===== config.mk =====
export PLATFORM = sky130hd
export DESIGN_NAME = intc8_top
export DESIGN_NICKNAME = d
export VERILOG_FILES = /design/src/rtl/intc8_pkg.sv /design/src/rtl/intc8_capture.sv /design/src/rtl/intc8_resolver.sv /design/src/rtl/intc8_service.sv /design/src/rtl/intc8_top.sv
export SDC_FILE = /design/constraint.sdc
export NUM_CORES = 1
export LEC_CHECK = 0
export ABC_CLOCK_PERIOD_IN_PS = 8500
export BUFFER_PORTS_ARGS = -buffer_cell sky130_fd_sc_hd__buf_2
export CAP_MARGIN = 5
export CORE_MARGIN = 2
export CORE_UTILIZATION = 58
export DETAILED_ROUTE_END_ITERATION = 6
export PLACE_DENSITY = 0.84
export SYNTH_ARGS = -nofsm -noshare
export SYNTH_HDL_FRONTEND = slang
export SYNTH_SLANG_ARGS = --single-unit
export TNS_END_PERCENT = 50

===== constraint.sdc =====
create_clock -name clk -period 8.5 [get_ports clk]
set_input_delay 2.55 -clock clk [delete_from_list [all_inputs] [get_ports clk]]
set_output_delay 2.55 -clock clk [all_outputs]
set_load 0.05 [all_outputs]

===== src/rtl/intc8_pkg.sv =====
// Shared constants and types for the eight-line interrupt controller.
// Assumes a two-bit register address space.
package intc8_pkg;

    // Write addresses
    localparam logic [1:0] WA_MASK = 2'd0;
    localparam logic [1:0] WA_EOI  = 2'd1;
    localparam logic [1:0] WA_MODE = 2'd2;

    // Read addresses
    localparam logic [1:0] RA_MASK = 2'd0;
    localparam logic [1:0] RA_REQ  = 2'd1;
    localparam logic [1:0] RA_SVC  = 2'd2;
    localparam logic [1:0] RA_MODE = 2'd3;

    // Acknowledge handshake phase
    typedef enum logic {
        ACK_IDLE  = 1'b0,
        ACK_WAIT2 = 1'b1
    } ack_phase_t;

endpackage


===== src/rtl/intc8_capture.sv =====
// Edge-sense stage and request register.
// Edge mode sets a bit on a low-to-high change between two clock edges.
// Level mode copies the line at every edge.
// In both modes a bit clears when its line drops.
// Bits named by ack_clr are cleared at the same edge.
// Assumes the request lines are already synchronous to clk.
module intc8_capture #(
    parameter int N = 8
) (
    input  logic         clk,
    input  logic         rst_n,
    input  logic         level_mode,
    input  logic [N-1:0] irq,
    input  logic [N-1:0] ack_clr,
    output logic [N-1:0] irr
);

    logic [N-1:0] sense_q;
    logic [N-1:0] irr_q;
    logic [N-1:0] irr_next;

    // Next request value before the acknowledge clear is applied
    always_comb begin
        if (level_mode)
            irr_next = irq;
        else
            irr_next = (irr_q | (irq & ~sense_q)) & irq;
    end

    // Edge-sense memory and request register
    always_ff @(posedge clk) begin
        if (!rst_n) begin
            sense_q <= '0;
            irr_q   <= '0;
        end else begin
            sense_q <= irq;
            irr_q   <= irr_next & ~ack_clr;
        end
    end

    assign irr = irr_q;

endmodule


===== src/rtl/intc8_resolver.sv =====
// Fixed-priority resolver, with line 0 highest.
// Gates the request bits with the mask.
// Finds the best pending line and the best in-service line.
// Flags a request when the pending line beats every in-service bit.
// Purely combinational.
module intc8_resolver #(
    parameter int N  = 8,
    parameter int IW = $clog2(N)
) (
    input  logic [N-1:0]  irr,
    input  logic [N-1:0]  mask,
    input  logic [N-1:0]  isr,
    output logic          req,
    output logic [IW-1:0] win
);

    localparam int IW1 = IW + 1;

    logic [N-1:0]   pend;
    logic [IW1-1:0] p_idx;
    logic [IW1-1:0] s_idx;

    assign pend = irr & ~mask;

    // Lowest set index of pending and in-service bits; N means none
    always_comb begin
        p_idx = IW1'(N);
        s_idx = IW1'(N);
        for (int i = N - 1; i >= 0; i--) begin
            if (pend[i]) p_idx = IW1'(i);
            if (isr[i])  s_idx = IW1'(i);
        end
    end

    assign req = (p_idx < s_idx);
    assign win = p_idx[IW-1:0];

endmodule


===== src/rtl/intc8_service.sv =====
// Acknowledge sequencer and in-service register.
// The first inta pulse freezes the winner, or the last line if nothing
// qualifies, and sets the winner's in-service bit.
// The second pulse issues the vector.
// End-of-interrupt clears the lowest set in-service bit.
// Assumes inta pulses are sampled one per cycle.
module intc8_service #(
    parameter int               N        = 8,
    parameter int               IW       = $clog2(N),
    parameter int               VEC_W    = 8,
    parameter logic [VEC_W-1:0] VEC_BASE = 8'h20
) (
    input  logic             clk,
    input  logic             rst_n,
    input  logic             inta,
    input  logic             req,
    input  logic [IW-1:0]    win,
    input  logic             eoi,
    output logic [N-1:0]     isr,
    output logic [N-1:0]     ack_clr,
    output logic             idle,
    output logic [VEC_W-1:0] vec_out,
    output logic             vec_valid
);

    import intc8_pkg::*;

    ack_phase_t       phase_q;
    logic [IW-1:0]    line_q;
    logic [N-1:0]     isr_q;
    logic [N-1:0]     eoi_clr;
    logic [VEC_W-1:0] vec_q;
    logic             vv_q;

    // One-hot of the winner when the first pulse is taken with a request
    always_comb begin
        ack_clr = '0;
        if (inta && phase_q == ACK_IDLE && req)
            ack_clr[win] = 1'b1;
    end

    // Lowest set in-service bit, selected on end-of-interrupt
    assign eoi_clr = eoi ? (isr_q & (~isr_q + 1'b1)) : '0;

    // Handshake phase, frozen line, in-service bits and vector output
    always_ff @(posedge clk) begin
        if (!rst_n) begin
            phase_q <= ACK_IDLE;
            line_q  <= '0;
            isr_q   <= '0;
            vec_q   <= '0;
            vv_q    <= 1'b0;
        end else begin
            vv_q  <= 1'b0;
            isr_q <= (isr_q & ~eoi_clr) | ack_clr;
            if (inta) begin
                if (phase_q == ACK_IDLE) begin
                    phase_q <= ACK_WAIT2;
                    line_q  <= req ? win : IW'(N - 1);
                end else begin
                    phase_q <= ACK_IDLE;
                    vec_q   <= VEC_BASE + VEC_W'(line_q);
                    vv_q    <= 1'b1;
                end
            end
        end
    end

    assign isr       = isr_q;
    assign idle      = (phase_q == ACK_IDLE);
    assign vec_out   = vec_q;
    assign vec_valid = vv_q;

endmodule


===== src/rtl/intc8_top.sv =====
// Eight-line prioritized interrupt controller top.
// Holds the mask and mode registers and the register read mux.
// Connects the capture, resolver and service stages.
// The interrupt output is raised only while no acknowledge is open.
module intc8_top #(
    parameter int               N        = 8,
    parameter int               VEC_W    = 8,
    parameter logic [VEC_W-1:0] VEC_BASE = 8'h20
) (
    input  logic             clk,
    input  logic             rst_n,
    input  logic [N-1:0]     irq_in,
    input  logic             inta,
    output logic             int_out,
    output logic [VEC_W-1:0] vec_out,
    output logic             vec_valid,
    input  logic             wr_en,
    input  logic [1:0]       wr_addr,
    input  logic [N-1:0]     wr_data,
    input  logic [1:0]       rd_addr,
    output logic [N-1:0]     rd_data
);

    import intc8_pkg::*;

    localparam int IW = $clog2(N);

    logic [N-1:0]  mask_q;
    logic          level_q;
    logic [N-1:0]  irr_q;
    logic [N-1:0]  isr_q;
    logic [N-1:0]  ack_clr;
    logic          req;
    logic [IW-1:0] win;
    logic          idle;
    logic          eoi;

    assign eoi = wr_en && (wr_addr == WA_EOI);

    // Mask and trigger mode registers
    always_ff @(posedge clk) begin
        if (!rst_n) begin
            mask_q  <= '1;
            level_q <= 1'b0;
        end else if (wr_en) begin
            if (wr_addr == WA_MASK) mask_q  <= wr_data;
            if (wr_addr == WA_MODE) level_q <= wr_data[0];
        end
    end

    intc8_capture #(.N(N)) u_cap (
        .clk        (clk),
        .rst_n      (rst_n),
        .level_mode (level_q),
        .irq        (irq_in),
        .ack_clr    (ack_clr),
        .irr        (irr_q)
    );

    intc8_resolver #(.N(N), .IW(IW)) u_res (
        .irr  (irr_q),
        .mask (mask_q),
        .isr  (isr_q),
        .req  (req),
        .win  (win)
    );

    intc8_service #(.N(N), .IW(IW), .VEC_W(VEC_W), .VEC_BASE(VEC_BASE)) u_svc (
        .clk       (clk),
        .rst_n     (rst_n),
        .inta      (inta),
        .req       (req),
        .win       (win),
        .eoi       (eoi),
        .isr       (isr_q),
        .ack_clr   (ack_clr),
        .idle      (idle),
        .vec_out   (vec_out),
        .vec_valid (vec_valid)
    );

    assign int_out = req && idle;

    // Register read mux
    always_comb begin
        case (rd_addr)
            RA_MASK: rd_data = mask_q;
            RA_REQ:  rd_data = irr_q;
            RA_SVC:  rd_data = isr_q;
            default: rd_data = {{(N-1){1'b0}}, level_q};
        endcase
    end

endmodule


==> summary.txt <==
Status
  • Run status: complete, no violations

Global routing
  • Pin count of the biggest net entering global routing: 39
  • GRT overflow: 0
  • Wire length of the first global-routing pass: approximately 7.6 mm
  • Antenna violations before repair: 0
  • Vias in the first global route: 1636
  • GRT Overall Usage: 24.31%

Final layout
  • Area Overhead vs Synth: 12.39%
  • N_diodes: 0
  • Layout cells sized above 1: a little under a fifth
  • Count of non-filler cells in the finished layout: between 300 and 400
  • Final instance area: 2270 um2
  • Final #Nets: 303

Placed design
  • Port buffer count: 37
  • Final Wtd Congestion: roughly 0.91
  • Placed Instance Area: 2206 um2
  • Hpwl dp: ~3.3 mm
  • Dpl cells: approximately 320

Pwr
  • Maximum VDD drop: between 0.1 and 0.15 mV
  • Power Dens Cells: 182.7 nW/um2
  • Static leakage: between 0.001 and 0.0015 uW

Route
  • Residual DRC: 0
  • Vias: approximately 1800
  • Router iterations before antenna repair: 4
  • 1st-iter DRT viols: between 100 and 150
  • Vias/cell: between 5 and 6
  • Final ANT Viol Nets: 0
  • Final wirelength: approximately 4.5 mm
  • Wire length per cell: ~14 um

Setup path
  • CP arrival: 3.59 ns
  • Req. time, crit path: between 5 and 6 ns
  • Slowest-stage cell, CP: nor2b_1
  • Crit path launch type: input port
  • CP peak stage delay: approximately 0.4 ns
  • Crit. End Element: primary output
  • Worst path cell trace: buf_2 > nor2b_1 > nand2_1 > o21ai_0 > buf_2
  • Crit Path Class: input port to primary output
  • Cell repeated most along the worst path: buf_2
  • Crit-path max FO: 9
  • Worst Path Buf+Inv: 2
  • CP top delay family: simple AND/OR/NAND/NOR gates

Clock tree
  • Sinks on Clock Net: 42
  • CTS tree: built
  • Num CTS Buffers: 5
  • Number of setup buffers added after CTS: 0
  • Htree depth: 2
  • CTS max path bufs: 2
  • Reg clk slew, reported paths: roughly 0.11 ns
  • # hold bufs at CTS: 0
  • Clk_lat worst skew: approximately 0.36 ns
  • Post-CTS Resized: 0
  • CTS Root Cell: clkbuf_4

Logic synthesis
  • Synth cell types: 40
  • Most frequent cell after synthesis: dfxtp_1
  • Syn_area_per_cell: ~8.3 um2
  • Part of the Yosys area used for sequential elements: 41.64%
  • Mapped Cells: between 200 and 250
  • Ys async rst share: 0%
  • Dominant cells by area after synthesis: dfxtp_1, nand2_1, nor2b_1, mux2i_1, o21ai_0
  • YS warnings: 0
  • Cell area after synthesis: 2019 um2
  • Ys flop type: dfxtp_1
  • Synth top area share: a little over two fifths
  • Number of synthesized flops with an enable pin: 0
  • Most instantiated cells after synthesis: dfxtp_1, nand2_1, nor2_1, o21ai_0, nand3_1
  • FF+latch count, synth: 42
  • Synth area leader: dfxtp_1

Die
  • Chip Height: between 60 and 70 um
  • Initial Util: 60.52%
  • Row cnt: 21
  • Die area: between 3000 and 4000 um2
  • Die Wd: 63.01 um
  • Core Region: ~3300 um2
  • Ports: 42

Timing
  • Final setup viols: 0
  • Tightest Pin Transition: around 0.92 ns
  • Final slew viol count: 0
  • Slew HR: 38.66%
  • Final Hold Vio Count: 0
  • Hold Worst Slack: between 0.4 and 0.5 ns
  • RSZ-0062 raised after global routing: no
  • Setup total negative slack: 0 ns
  • FMAX: ~0.16 GHz
  • Crit path time final: 6.137 ns
  • Clk_skew: around 0.014 ns
  • Final period utilization: 72.21%

Min path
  • HP Class: flip-flop to flip-flop

Job
  • Max-Cap Viols: 0
[layer usage]
| layer | global-route usage, % | routed length (um) |
|---|---|---|
| met1 | 32.54 | 2079 |
| met2 | 36.84 | 2027 |
| met3 | 6.667 | 263 |
| met4 | 10.00 | 93 |
| met5 | 0 | 0 |
[registers in the layout (all words and copies together) (netlist names)]
register         count
u_svc.vec_valid      1
mask_q               8
u_svc.line_q         3
u_svc.isr            8
u_cap.sense_q        8
u_svc.phase_q        1
level_q              1
u_cap.irr            8
u_svc.vec_out        4
[placed cells by master (no fill, tap or decap), types with 2 or more instances in the layout]
cell type  synthesis  routed
nor2b_1           13      13
ha_1               3       3
a221oi_1           4       4
dfxtp_1           42      42
a21oi_1            9       9
or3_1              2       2
o2bb2ai_1          2       2
o31ai_1            2       2
and2_1             4       4
buf_2              0      37
nand3_1           15      15
nand2_1           34      34
inv_1              7       7
nor4_1             4       4
clkbuf_4           0       5
nor3_1             3       3
nand2b_1           7       7
a31o_2             3       3
o21ai_0           16      16
and3_1             9       9
conb_1             1       4
nor3b_1            2       2
mux2i_1            8       8
o21a_1             2       2
nor2_1            16      16
a21boi_0           8       8
[through the flow]
| stage | power [uW] | utilization [%] | setup WS, ns |
|---|---|---|---|
| after floorplan | 290.5 | - | 1.807 |
| after global placement | 311.5 | 66.10 | 2.387 |
| after detailed placement | 313.6 | 66.10 | 2.376 |
| after CTS | 415.6 | 68.02 | 2.368 |
| after global routing | 436.8 | 68.02 | 2.232 |
| final | 414.6 | 68.02 | 2.363 |
[cells by family after synthesis]
group | share of synthesized area [%]
AO/OA/AOI/OAI | 17.29
adder cells (fa/ha/maj) | 1.859
buffers and inverters | 4.647
flip-flops | 41.64
multiplexers | 5.081
other | 0.1857
AND/OR/NAND/NOR | 29.31
[power breakdown]
| part | internal [uW] | switching [uW] |
|---|---|---|
| logic | 30.2 | 62.4 |
| clock network | 39.8 | 64.6 |
| registers | 208 | 9.90 |
| total | 278 | 137 |
[worst register-to-register path: stages, from the launching register on]
cell       delay [ns]
dfxtp_1          0.37
nor2b_1          0.16
nor4_1           0.46
nor3b_1          0.26
ha_1             0.27
a2111oi_0        0.36
o31ai_1          0.16
a21oi_1          0.66
a221oi_1         0.20
[cell type report]
class                   instances  area (um2)
clock buffers                   6       51.30
clock inverters                 2       12.51
fillers                       299        1067
inverters                       7       26.28
multi-input cells             183        1096
flip-flops and latches         42       840.8
well taps                      46       57.56
repair buffers                 37       185.2
[final timing paths]
check	startpoint	endpoint	slack [ns]	cells past startpoint
max	rd_addr[1]	rd_data[1]	2.36	5
min	u_cap.sense_q[0]	u_cap.irr[0]	0.42	1
max reg2reg	u_cap.irr[4]	u_cap.irr[2]	5.43	8
min reg2reg	u_cap.sense_q[0]	u_cap.irr[0]	0.42	1
Power figures use the tool's default switching activity.
